<file path="config.mk">
export PLATFORM = sky130hd
export DESIGN_NAME = irqEventCtl
export DESIGN_NICKNAME = d
export VERILOG_FILES = /design/src/rtl/irqCtlPkg.sv /design/src/rtl/irqCtlDatapath.sv /design/src/rtl/irqCtlControl.sv /design/src/rtl/irqEventCtl.sv
export SDC_FILE = /design/constraint.sdc
export NUM_CORES = 1
export LEC_CHECK = 0
export BUFFER_PORTS_ARGS = -buffer_cell sky130_fd_sc_hd__buf_4
export CORE_MARGIN = 2
export CORE_UTILIZATION = 52
export DETAILED_ROUTE_END_ITERATION = 7
export PLACE_DENSITY = 0.87
export SYNTH_ARGS = -nofsm -noshare
export SYNTH_HDL_FRONTEND = slang
export SYNTH_SLANG_ARGS = --single-unit
</file>
<file path="constraint.sdc">
create_clock -name clk -period 1.85 [get_ports clk]
set_input_delay 0.37 -clock clk [delete_from_list [all_inputs] [get_ports clk]]
set_output_delay 0.37 -clock clk [all_outputs]
set_load 0.005 [all_outputs]
</file>
<file path="src/rtl/irqCtlPkg.sv">
package irqCtlPkg;
  localparam int REG_W = 8;
  localparam int NUM_STS = 4;
  localparam int NUM_FLG = 3;
  localparam int GAP_W = REG_W - NUM_STS - NUM_FLG;

  typedef struct packed {
    logic clrFlags;
    logic wrMask;
    logic selSts;
    logic selFlag;
    logic selMask;
  } busStrobe_t;
endpackage

</file>
<file path="src/rtl/irqCtlDatapath.sv">
module irqCtlDatapath
  import irqCtlPkg::*;
(
  input  logic               clk,
  input  logic               rstN,
  input  logic [NUM_STS-1:0] stsLevel,
  input  logic [NUM_FLG-1:0] flagSet,
  input  logic [REG_W-1:0]   mskData,
  input  busStrobe_t         strobe,
  output logic               trig,
  output logic [REG_W-1:0]   rdData
);
  localparam logic [REG_W-1:0] MASK_KEEP = {{NUM_STS{1'b1}}, {GAP_W{1'b0}}, {NUM_FLG{1'b1}}};

  logic [NUM_STS-1:0] stsQ;
  logic [NUM_FLG-1:0] flagQ;
  logic [REG_W-1:0]   maskQ;
  logic [NUM_STS-1:0] stsRise;
  logic [NUM_FLG-1:0] flagRise;
  logic [REG_W-1:0]   evtVec;

  always_ff @(posedge clk or negedge rstN) begin
    if (!rstN) begin
      stsQ  <= '0;
      flagQ <= '0;
      maskQ <= '0;
    end else begin
      stsQ  <= stsLevel;
      flagQ <= (strobe.clrFlags ? '0 : flagQ) | flagSet;
      if (strobe.wrMask) maskQ <= mskData & MASK_KEEP;
    end
  end

  // A set coinciding with a clear counts as a fresh 0-to-1 transition.
  assign stsRise  = stsLevel & ~stsQ;
  assign flagRise = flagSet & (~flagQ | {NUM_FLG{strobe.clrFlags}});
  assign evtVec   = {stsRise, {GAP_W{1'b0}}, flagRise};
  assign trig     = |(evtVec & ~maskQ);

  always_comb begin
    rdData = '0;
    if (strobe.selSts)       rdData = {stsQ, {(REG_W-NUM_STS){1'b0}}};
    else if (strobe.selFlag) rdData = {{(REG_W-NUM_FLG){1'b0}}, flagQ};
    else if (strobe.selMask) rdData = maskQ;
  end

  a_r2_flag_held: assert property (@(posedge clk) disable iff (!rstN)
    !strobe.clrFlags |=> ((flagQ & $past(flagQ)) == $past(flagQ)));

  a_r11_set_survives_clear: assert property (@(posedge clk) disable iff (!rstN)
    (|flagSet) |=> ((flagQ & $past(flagSet)) == $past(flagSet)));

  a_r2_clear_empties: assert property (@(posedge clk) disable iff (!rstN)
    (strobe.clrFlags && !(|flagSet)) |=> (flagQ == '0));
endmodule

</file>
<file path="src/rtl/irqCtlControl.sv">
module irqCtlControl
  import irqCtlPkg::*;
#(
  parameter int ADDR_W     = 4,
  parameter int STS_ADDR   = 2,
  parameter int FLAG_ADDR  = 3,
  parameter int MASK_ADDR  = 4,
  parameter int TIMEOUT_MS = 1000,
  parameter int SETTLE_MS  = 2
) (
  input  logic              clk,
  input  logic              rstN,
  input  logic              rdStb,
  input  logic [ADDR_W-1:0] rdAddr,
  input  logic              mskWr,
  input  logic              detStart,
  input  logic              vinGood,
  input  logic              vddGood,
  input  logic              disPin,
  input  logic              msTick,
  input  logic              trig,
  output busStrobe_t        strobe,
  output logic              irqOut
);
  localparam int TW = $clog2(TIMEOUT_MS + 1);
  localparam int SW = $clog2(SETTLE_MS + 2);

  logic          irqQ;
  logic [TW-1:0] toCnt;
  logic [SW-1:0] settleCnt;
  logic          armed;
  logic          powered;
  logic          block;
  logic          readRel;
  logic          toHit;

  assign strobe.selSts   = (rdAddr == ADDR_W'(STS_ADDR));
  assign strobe.selFlag  = (rdAddr == ADDR_W'(FLAG_ADDR));
  assign strobe.selMask  = (rdAddr == ADDR_W'(MASK_ADDR));
  assign strobe.clrFlags = rdStb && strobe.selFlag;
  assign strobe.wrMask   = mskWr;

  assign powered = vinGood && vddGood;
  assign block   = !powered || !armed || disPin;
  assign readRel = rdStb && (strobe.selSts || strobe.selFlag);
  assign toHit   = irqQ && msTick && (toCnt == TW'(TIMEOUT_MS - 1));

  always_ff @(posedge clk or negedge rstN) begin
    if (!rstN) begin
      settleCnt <= '0;
      armed     <= 1'b0;
    end else if (!powered) begin
      settleCnt <= '0;
      armed     <= 1'b0;
    end else if (!armed) begin
      if (settleCnt == SW'(SETTLE_MS)) armed <= 1'b1;
      else if (msTick)                 settleCnt <= settleCnt + SW'(1);
    end
  end

  always_ff @(posedge clk or negedge rstN) begin
    if (!rstN) begin
      irqQ  <= 1'b0;
      toCnt <= '0;
    end else if (block) begin
      irqQ  <= 1'b0;
      toCnt <= '0;
    end else if (trig) begin
      irqQ  <= 1'b1;
      toCnt <= '0;
    end else if (readRel || detStart || toHit) begin
      irqQ  <= 1'b0;
      toCnt <= '0;
    end else if (irqQ && msTick) begin
      toCnt <= toCnt + TW'(1);
    end
  end

  assign irqOut = irqQ;

  a_r9_disable_releases: assert property (@(posedge clk) disable iff (!rstN)
    disPin |=> !irqQ);

  a_r10_unpowered_quiet: assert property (@(posedge clk) disable iff (!rstN)
    !(vinGood && vddGood) |=> !irqQ);

  a_r5_rise_needs_event: assert property (@(posedge clk) disable iff (!rstN)
    $rose(irqQ) |-> $past(trig));

  a_r7_timeout_bound: assert property (@(posedge clk) disable iff (!rstN)
    irqQ |-> (32'(toCnt) < TIMEOUT_MS));

  a_r8_det_release: assert property (@(posedge clk) disable iff (!rstN)
    (detStart && !trig) |=> !irqQ);
endmodule

</file>
<file path="src/rtl/irqEventCtl.sv">
module irqEventCtl
  import irqCtlPkg::*;
#(
  parameter int ADDR_W     = 4,
  parameter int STS_ADDR   = 2,
  parameter int FLAG_ADDR  = 3,
  parameter int MASK_ADDR  = 4,
  parameter int TIMEOUT_MS = 1000,
  parameter int SETTLE_MS  = 2
) (
  input  logic               clk,
  input  logic               rstN,
  input  logic [NUM_STS-1:0] stsLevel,
  input  logic [NUM_FLG-1:0] flagSet,
  input  logic               rdStb,
  input  logic [ADDR_W-1:0]  rdAddr,
  output logic [REG_W-1:0]   rdData,
  input  logic               mskWr,
  input  logic [REG_W-1:0]   mskData,
  input  logic               detStart,
  input  logic               vinGood,
  input  logic               vddGood,
  input  logic               disPin,
  input  logic               msTick,
  output logic               irqPullDown
);
  busStrobe_t strobe;
  logic       trig;

  irqCtlControl #(
    .ADDR_W(ADDR_W), .STS_ADDR(STS_ADDR), .FLAG_ADDR(FLAG_ADDR),
    .MASK_ADDR(MASK_ADDR), .TIMEOUT_MS(TIMEOUT_MS), .SETTLE_MS(SETTLE_MS)
  ) uControl (
    .clk(clk), .rstN(rstN), .rdStb(rdStb), .rdAddr(rdAddr), .mskWr(mskWr),
    .detStart(detStart), .vinGood(vinGood), .vddGood(vddGood), .disPin(disPin),
    .msTick(msTick), .trig(trig), .strobe(strobe), .irqOut(irqPullDown)
  );

  irqCtlDatapath uDatapath (
    .clk(clk), .rstN(rstN), .stsLevel(stsLevel), .flagSet(flagSet),
    .mskData(mskData), .strobe(strobe), .trig(trig), .rdData(rdData)
  );
endmodule

</file>
Word-level counts from Yosys, hierarchy flattened
Index checks and enable logic that the tools add are counted.
{"block": "totals", "regBits": 28, "in_bits": 28, "output_inout_bits": 9, "wordCells": 59}
{"block": "classes", "add_sub_neg": 2, "eq_ne": 8, "n_mux": 18, "n_bitwise": 8, "reduce_logical": 16}
{"operator": "10-bit 2-to-1 mux", "count": 4}
{"operator": "8-bit 2-to-1 mux", "count": 3}
{"operator": "10-bit by 1-bit adder with 10-bit output, second input constant", "count": 1}
{"operator": "10-bit equality test, second input constant", "count": 1}
{"operator": "8-bit bitwise AND", "count": 1}
{"operator": "4-bit by 2-bit equality test with 1-bit output, second input constant", "count": 2}
{"operator": "2-bit 2-to-1 mux", "count": 4}
{"operator": "8-bit inverter", "count": 1}
{"operator": "8-bit OR reduction", "count": 1}
{"operator": "1-bit 2-to-1 mux", "count": 6}
{"operator": "2-bit inequality test, second input constant", "count": 3}
{"operator": "3-bit bitwise OR", "count": 2}
{"operator": "1-bit logical AND", "count": 5}
{"operator": "1-bit logical OR", "count": 5}
{"operator": "4-bit bitwise AND", "count": 1}
{"operator": "4-bit by 3-bit equality test with 1-bit output, second input constant", "count": 1}
{"operator": "4-bit inverter", "count": 1}
{"operator": "4-bit nonzero test", "count": 1}
{"operator": "3-bit bitwise AND", "count": 1}
{"operator": "3-bit 2-to-1 mux", "count": 1}
{"operator": "3-bit inverter", "count": 1}
{"operator": "3-bit AND reduction", "count": 1}
{"operator": "3-bit nonzero test", "count": 1}
{"operator": "2-bit by 1-bit adder with 2-bit output, second input constant", "count": 1}
{"operator": "other kinds (2)", "count": 3}

Logic depth before layout (Yosys ltp)
Gate-level depths: netlist (run 1).
{"block": "logic_depth", "depth_word": 8, "depth_mapped": 6, "mapped_depth_nobuf": 6}

Modules after synthesis
A second synthesis (run 1) with hierarchy kept.
{"block": "unflattened", "cells_unflattened": 142, "hier_area_um2": 1500.2}
{"module": "irqCtlControl", "instances": 1, "cells_per_inst": 78, "area_each_um2": 824.5, "seq_area_each_um2": 350.3}
{"module": "irqCtlDatapath", "instances": 1, "cells_per_inst": 64, "area_each_um2": 675.6, "seq_area_each_um2": 350.3}

Least setup slack after synthesis (run 1)
OpenSTA, ideal clock, no wires.
{"block": "synth_path", "kind": "register to register", "from": "register uControl.toCnt[0]", "to": "register uControl.toCnt[0]", "setup_time_ps": 146, "t_arrival_ps": 1336, "required_ps": 1704, "path_slack_ps": 368, "path_stages_with_launch": 5, "path_buffers": 0, "synth_period_minus_slack_ps": 1482, "path_cell_list": "dfrtp_1 ha_1 nand4_2 o31ai_4 nor3_2"}
{"block": "synth_between", "elab_chain_cells": 6, "elab_cells_between_ends": 9, "cone_classes": "add/sub: 1; eq/ne: 1; mux: 4; reduce/logical: 3"}
{"element": "from (decl)", "line_no": "irqCtlControl.sv:29", "text": "logic [TW-1:0] toCnt;"}
{"element": "from (signal assigned)", "line_no": "irqCtlControl.sv:75", "text": "toCnt <= toCnt + TW'(1);"}
{"element": "branches (longest 6 deep; another with 10-bit by 1-bit adder with 10-bit output)"}
Parallel ways; which one is timed is not known. The select of a mux whose other input is x is not followed.
A chain may end at the register's enable or synchronous reset.

Worst setup path in the final report (run 1)
{"block": "layout_path", "from": "input port rdAddr[1]", "to": "output port rdData[2]"}
{"block": "layout_between", "elab_chain_cells": 4, "elab_cells_between_ends": 6, "cone_classes": "eq/ne: 3; mux: 3"}
{"element": "from (decl)", "line_no": "irqEventCtl.sv:16", "text": "input logic [ADDR_W-1:0] rdAddr,"}
{"element": "4-bit by 3-bit equality test with 1-bit output", "line_no": "irqCtlControl.sv:39", "text": "assign strobe.selMask = (rdAddr == ADDR_W'(MASK_ADDR));"}
{"element": "8-bit 2-to-1 mux", "line_no": "irqCtlDatapath.sv:44", "text": "else if (strobe.selMask) rdData = maskQ;"}
{"element": "8-bit 2-to-1 mux", "line_no": "irqCtlDatapath.sv:43", "text": "else if (strobe.selFlag) rdData = {{(REG_W-NUM_FLG){1'b0}}, flagQ};"}
{"element": "8-bit 2-to-1 mux (*)", "line_no": "irqCtlDatapath.sv:42", "text": "if (strobe.selSts) rdData = {stsQ, {(REG_W-NUM_STS){1'b0}}};"}
{"element": "to (decl)", "line_no": "irqEventCtl.sv:17", "text": "output logic [REG_W-1:0] rdData,"}
Mark *: on every way between the ends. The rest lies on a longest branch, timed or not.

==> out/metrics.yaml, run 1 <==
status: "finished, final reports clean"
reg2regPathDepth: 5
hold_buffers: 1
grt_max_degree: 29
h-tree-depth: 1
p_total_mw: 1.12
fmax_mhz: 645
dp_hpwl_mm: 2.37
cts_num_sinks: 28
synth_seq_cells: 28
cts.reportedPaths.clkPinSlew_ps: 140
drt-initial-drc-count: 57
path_max_fanout: 3
end_kind: "output pin"
slew_viol_final: 0
n_fill_cell: 217
final_layout_size_suffix_gt1_share_pct: 38.7
mostFrequentLayoutCells: "buf_4, dfrtp_1, nor2_1, nor3_2, xnor2_1"
layout_commonest_cell: "buf_4"
slowest_delay_ps: 250
power_frac_seq_pct: 58.4
yosysSeqAreaShare_pct: 46.2
grt_pass1_vias: 1122
p_leak_nw: 0.775
required_ps: 1480
post_cts_buffers: 0
cts_tree: "yes"
netlist_instances: 134
ant_nets: 0
ys_warn_count: 0
p_switching_mw: 0.272
p_per_area_nw_per_um2: 603
avgSynthCellArea_um2: 11.3
cts_root_buf: "clkbuf_4"
drv_cap: 0
diodes: 0
synthToLayoutAreaGrowth_pct: 22.6
coreArea_um2: 2760
die_x_um: 58.0
finalSetupTns_ps: 0
wl_per_cell_um: 14.7
hp-class: "input pin to flip-flop"
crit_arrival_ps: 1180
netlist-cell-type-count: 34
dr_total_vias: 1153
layout_min_cycle_time_ps: 1550
cts_resized: 0
ir_drop_uv: 537
synthesis.area_um2: 1520
numCtsBuffers: 3
start_kind: "input pin"
cpMaxStageDelayCell: "nor2b_1"
clk_latency_ps: 320
port_buffers: 34
wl_mm: 2.99
rows: 19
first_pass_iters: 4
combinationalPowerShare_pct: 15.7
dieArea_um2: 3370
intPower_mw: 0.849
start_util_pct: 55.0
fin_crit_sh_pct: 83.9
min_path_cells: 1
synth_fp_nets: 164
fin_skew_ps: 4.56
drcViolationCount: 0
fin_nets: 204
final-hold-violation-count: 0
antenna_found_initial: 0
setup_viol: 0
dieHeight_um: 58.0
grt_pass1_wl_mm: 5.06
rsz0062_at_grt: "false"
crit_type: "input pin to output pin"
gp_congestion: 0.832
sw_frac_of_total_pct: 24.3
cp_cell_sequence: "buf_4, nor2b_1, nor2b_1, a22oi_1, nor2_1, buf_4"
pin_count: 37
cts_max_path_buffers: 2
grt.total_usage_pct: 19.8
pwr-share-clk_pct: 25.9
vias_per_cell: 5.65
grt_overflow: 0
worst paths after layout:
kind / end / slack, ps / startpoint
max: rdData[2] / 300 / rdAddr[1]
min: uDatapath.stsQ[3] / 150 / stsLevel[3]
max reg2reg: uControl.toCnt[3] / 370 / uControl.toCnt[0]
min reg2reg: uDatapath.flagQ[2] / 520 / uDatapath.flagQ[2]
max in group asynchronous: uControl.toCnt[6] / 1120 / rstN
min in group asynchronous: uDatapath.maskQ[6] / 470 / rstN
cells by family after synthesis:
family	Yosys count	synth area share (%)
AOI/OAI and AO/OA	16	11.2
xor gates and xnor gates	10	5.77
adders and majority gates	2	1.65
buffers and inverters	9	3.05
DFF	28	46.2
muxes	10	7.17
other	1	0.247
and+or+nand+nor	58	24.7
registers in the layout, indices dropped and copies added, names as in the netlist:
register and count:
uControl.armed 1, uDatapath.flagQ 3, uControl.settleCnt 2, uControl.toCnt 10
uControl.irqOut 1, uDatapath.maskQ 7, uDatapath.stsQ 4
critical path, delay by kind of cell:
family | cells | cell delay [ps]
AO/OA/AOI/OAI | 1 | 90
AND/OR/NAND/NOR | 3 | 490
buffers and inverters | 2 | 230
through the flow:
stage          hold WS (ps)  util [%]  cells  setup slack (ps)  cell area [um2]
6_report                147      67.5    204               298             1860
5_1_grt                 126      67.5    204               207             1860
4_1_cts                 143      67.5    204               309             1860
3_5_place_dp            304      65.8    199               178             1810
3_3_place_gp            299      65.8    199               271             1810
2_1_floorplan          74.4         -    134               368             1520
cells in the mapped netlist:
master	n	area share [%]
and3b_1	1	0.58
a2111oi_4	1	1.8
a32oi_1	1	0.58
nor2b_1	6	2.5
mux2_2	7	5.2
nor4_1	2	0.82
o311ai_2	1	1.1
o311ai_0	1	0.58
nor2b_4	1	0.91
xor2_1	2	1.2
nand4b_1	1	0.58
nand2b_1	1	0.41
nor3_2	10	6.6
mux2i_1	3	2.0
ha_1	2	1.6
clkbuf_1	1	0.25
a22oi_1	7	3.5
and2_1	1	0.41
inv_1	5	1.2
nor3b_1	3	1.5
nand2_1	7	1.7
xnor2_1	8	4.6
buf_6	1	0.74
nor2_1	12	3.0
nor3_1	7	2.3
o31ai_4	1	1.4
a21o_1	3	1.5
a211oi_2	1	0.82
nand3_1	3	0.99
dfrtp_1	28	46
conb_1	1	0.25
buf_2	1	0.33
nand4_2	3	2.5
buf_4	1	0.49
area by class of cell:
cell class / instances / area, um2 / share of cell area, %
Inverter: 5 / 18.8 / 1.01
Multi-Input combinational cell: 97 / 771 / 41.4
Clock buffer: 4 / 36.3 / 1.95
Timing Repair Buffer: 39 / 295 / 15.9
Tap cell: 31 / 38.8 / 2.08
Sequential cell: 28 / 701 / 37.7
power groups by stage:
stage / clock network [mW] / logic [mW] / registers, mW
floorplan: 0 / 0.0957 / 0.660
global placement: 0 / 0.171 / 0.664
detailed placement: 0 / 0.177 / 0.666
CTS: 0.300 / 0.179 / 0.655
global route: 0.325 / 0.193 / 0.658
finish: 0.291 / 0.176 / 0.654
layer usage:
metal	part of all wire [%]	GRT usage [%]
met5	0	0
met1	42	25.0
met3	6.4	2.46
met4	2.0	7.97
met2	49	34.4
Power figures use the tool's default switching activity.
==> run 2, diff against run 1 <==
- clock period: 1.85 -> 1.6 ns (I/O delays scaled with it)
==> run 2 against run 1 <==
- register-to-register slack worse by 320 ps
- critical path depth is 1 lower
- clock-buffer cell count stayed put
- sequential share of layout area is 1.0 points lower
- non-clock buffer count is 2 higher
- die area stayed put
- first-iteration DRC count is 5.3% higher
- combinational power is 23% higher
- critical endpoint is now uControl.irqOut
==> out/metrics.yaml, run 2 (synthesis gave the netlist of run 1 again) <==
synthToLayoutAreaGrowth_pct: 26.1
ant_nets: 0  # unchanged
first_pass_iters: 4  # unchanged
h-tree-depth: 1  # unchanged
sw_frac_of_total_pct: 24.2  # -0.11 points
layout_min_cycle_time_ps: 1550
crit_arrival_ps: 1760  # +580 ps
hold_path_end: "uDatapath.stsQ[0]"
pin_count: 37  # unchanged
port_buffers: 34  # unchanged
cts_root_buf: "clkbuf_4"
dieHeight_um: 58.0  # unchanged
p_leak_nw: 0.797  # +2.8%
final_core_util_pct: 69.4  # +1.9 points
clk_latency_ps: 320  # about the same
cts_tree: "yes"
mostFrequentLayoutCells: "buf_4, dfrtp_1, nor2_1, nor3_2, xnor2_1"
final-hold-violation-count: 0  # unchanged
ir_drop_uv: 543  # +1.2%
pwr-share-clk_pct: 25.7  # -0.2 points
coreArea_um2: 2760  # unchanged
start_kind: "flip-flop"
final_layout_size_suffix_gt1_share_pct: 41.1  # +2.4 points
vias_per_cell: 5.58  # -1.3%
cts_max_path_buffers: 2  # unchanged
drv_cap: 0  # unchanged
end_kind: "flip-flop"
fmax_mhz: 646
post-place-ws_ps: -29.3  # -207 ps
drt-initial-drc-count: 60  # +5.3%
setup_ws_ps: 51.1  # -247 ps
largest_register_ffs: 10  # unchanged
r2r_setup_slack_ps: 50  # -320 ps
min_path_cells: 1  # unchanged
grt_pass1_vias: 1176  # +4.8%
grt.total_usage_pct: 19.4  # -0.40 points
dp_hpwl_mm: 2.22  # -6.2%
finalSetupTns_ps: 0  # unchanged
grt_pass1_wl_mm: 5.02  # -0.95%
hp-class: "input pin to flip-flop"
top_register: "uControl.toCnt"
fin_crit_sh_pct: 96.8
rows: 19  # unchanged
fin_nets: 206  # +0.98%
top_regs: "uControl.toCnt (10), uDatapath.maskQ (7), uDatapath.stsQ (4)"
combinationalPowerShare_pct: 16.6  # +0.9 points
start_util_pct: 55.0  # unchanged
diodes: 0  # unchanged
grt_overflow: 0  # unchanged
intPower_mw: 0.992  # +17%
reg2regPathDepth: 5  # unchanged
power_frac_seq_pct: 57.8  # -0.6 points
wl_mm: 2.97  # -0.90%
timing.rr.start: "uControl.toCnt[1]"
status: "finished, final reports clean"
path_max_fanout: 4  # +1
fin_skew_ps: 2.73  # -1.83 ps
antenna_found_initial: 0  # unchanged
cts.reportedPaths.clkPinSlew_ps: 140  # about the same
crit_type: "flip-flop to flip-flop"
r2r_end: "uControl.irqOut"
p_switching_mw: 0.316  # +16%
hp-start: "stsLevel[0]"
cts_num_sinks: 28  # unchanged
grt_max_degree: 29  # unchanged
dr_total_vias: 1149  # -0.35%
gp_congestion: 0.842  # +1.1%
layout_commonest_cell: "buf_4"
rsz0062_at_grt: "false"
required_ps: 1810  # +330 ps
setup_viol: 0  # unchanged
p_per_area_nw_per_um2: 683  # +13%
dieArea_um2: 3370  # unchanged
p_total_mw: 1.31  # +17%
die_x_um: 58.0  # unchanged
slew_viol_final: 0  # unchanged
wl_per_cell_um: 14.4  # -1.9%
numCtsBuffers: 3  # unchanged
drcViolationCount: 0  # unchanged
## run 2: cell count changes in the layout (fill, tap and decap cells not counted)
cell	delta
buf_12	+2
nor2b_1	-1
nor2b_2	+1
nor3_1	-2
nor3_2	+2
## run 2: worst max-delay path by stage
stage / start / slack, ps / cells past startpoint / end
6_report: uControl.toCnt[1] / 50 / 5 / uControl.irqOut
5_1_grt: uControl.toCnt[1] / 4 / 5 / uControl.irqOut
4_1_cts: rdAddr[2] / 10 / 5 / rdData[4]
3_5_place_dp: uControl.toCnt[0] / -30 / 4 / uControl.toCnt[3]
3_3_place_gp: rdAddr[2] / 30 / 5 / rdData[7]
2_1_floorplan: uControl.toCnt[0] / 120 / 4 / uControl.toCnt[0]
## run 2: layout make-up
cell class              count  area [um2]
clock buffers               4        36.3
fillers                   214         845
inverters                   5        18.8
multi-input cells          97         783
flip-flops and latches     28         701
well taps                  31        38.8
repair buffers             41         335
## run 2: timing repair
item                                   4_1_cts  5_1_grt
setup endpoints to repair                   10        8
hold buffers                                 1        0
buffers inserted                             1        1
pin swaps                                    1        0
endpoints found under the hold margin       28        0
resized for setup                            0        3
## run 2: critical path, stage by stage, from the launching register on
cell and delay (ps):
dfrtp_1 400, ha_1 200, nand4_2 160, buf_4 190
o311ai_0 350, mux2i_1 130
## run 2: power by group through the flow
| stage | registers (mW) | logic, mW | clock network [mW] |
|---|---|---|---|
| 2_1_floorplan | 0.763 | 0.111 | 0 |
| 3_3_place_gp | 0.767 | 0.210 | 0 |
| 3_5_place_dp | 0.769 | 0.215 | 0 |
| 4_1_cts | 0.755 | 0.218 | 0.354 |
| 5_1_grt | 0.760 | 0.237 | 0.370 |
| 6_report | 0.755 | 0.217 | 0.336 |
## run 2: per-stage QoR
stage | hold slack [ps] | instance area, um2 | cells
final | 99.7 | 1910 | 206
after CTS | 83.1 | 1890 | 205
after floorplan | 24.4 | 1520 | 134
after global placement | 247 | 1830 | 199
after detailed placement | 258 | 1830 | 199
after global routing | 79.4 | 1910 | 206
## run 2: routing by layer
metal / wire (um) / track usage (%)
met1: 1180 / 22.5
met4: 38 / 7.64
met3: 191 / 2.90
met5: 0 / 0
met2: 1550 / 35.7
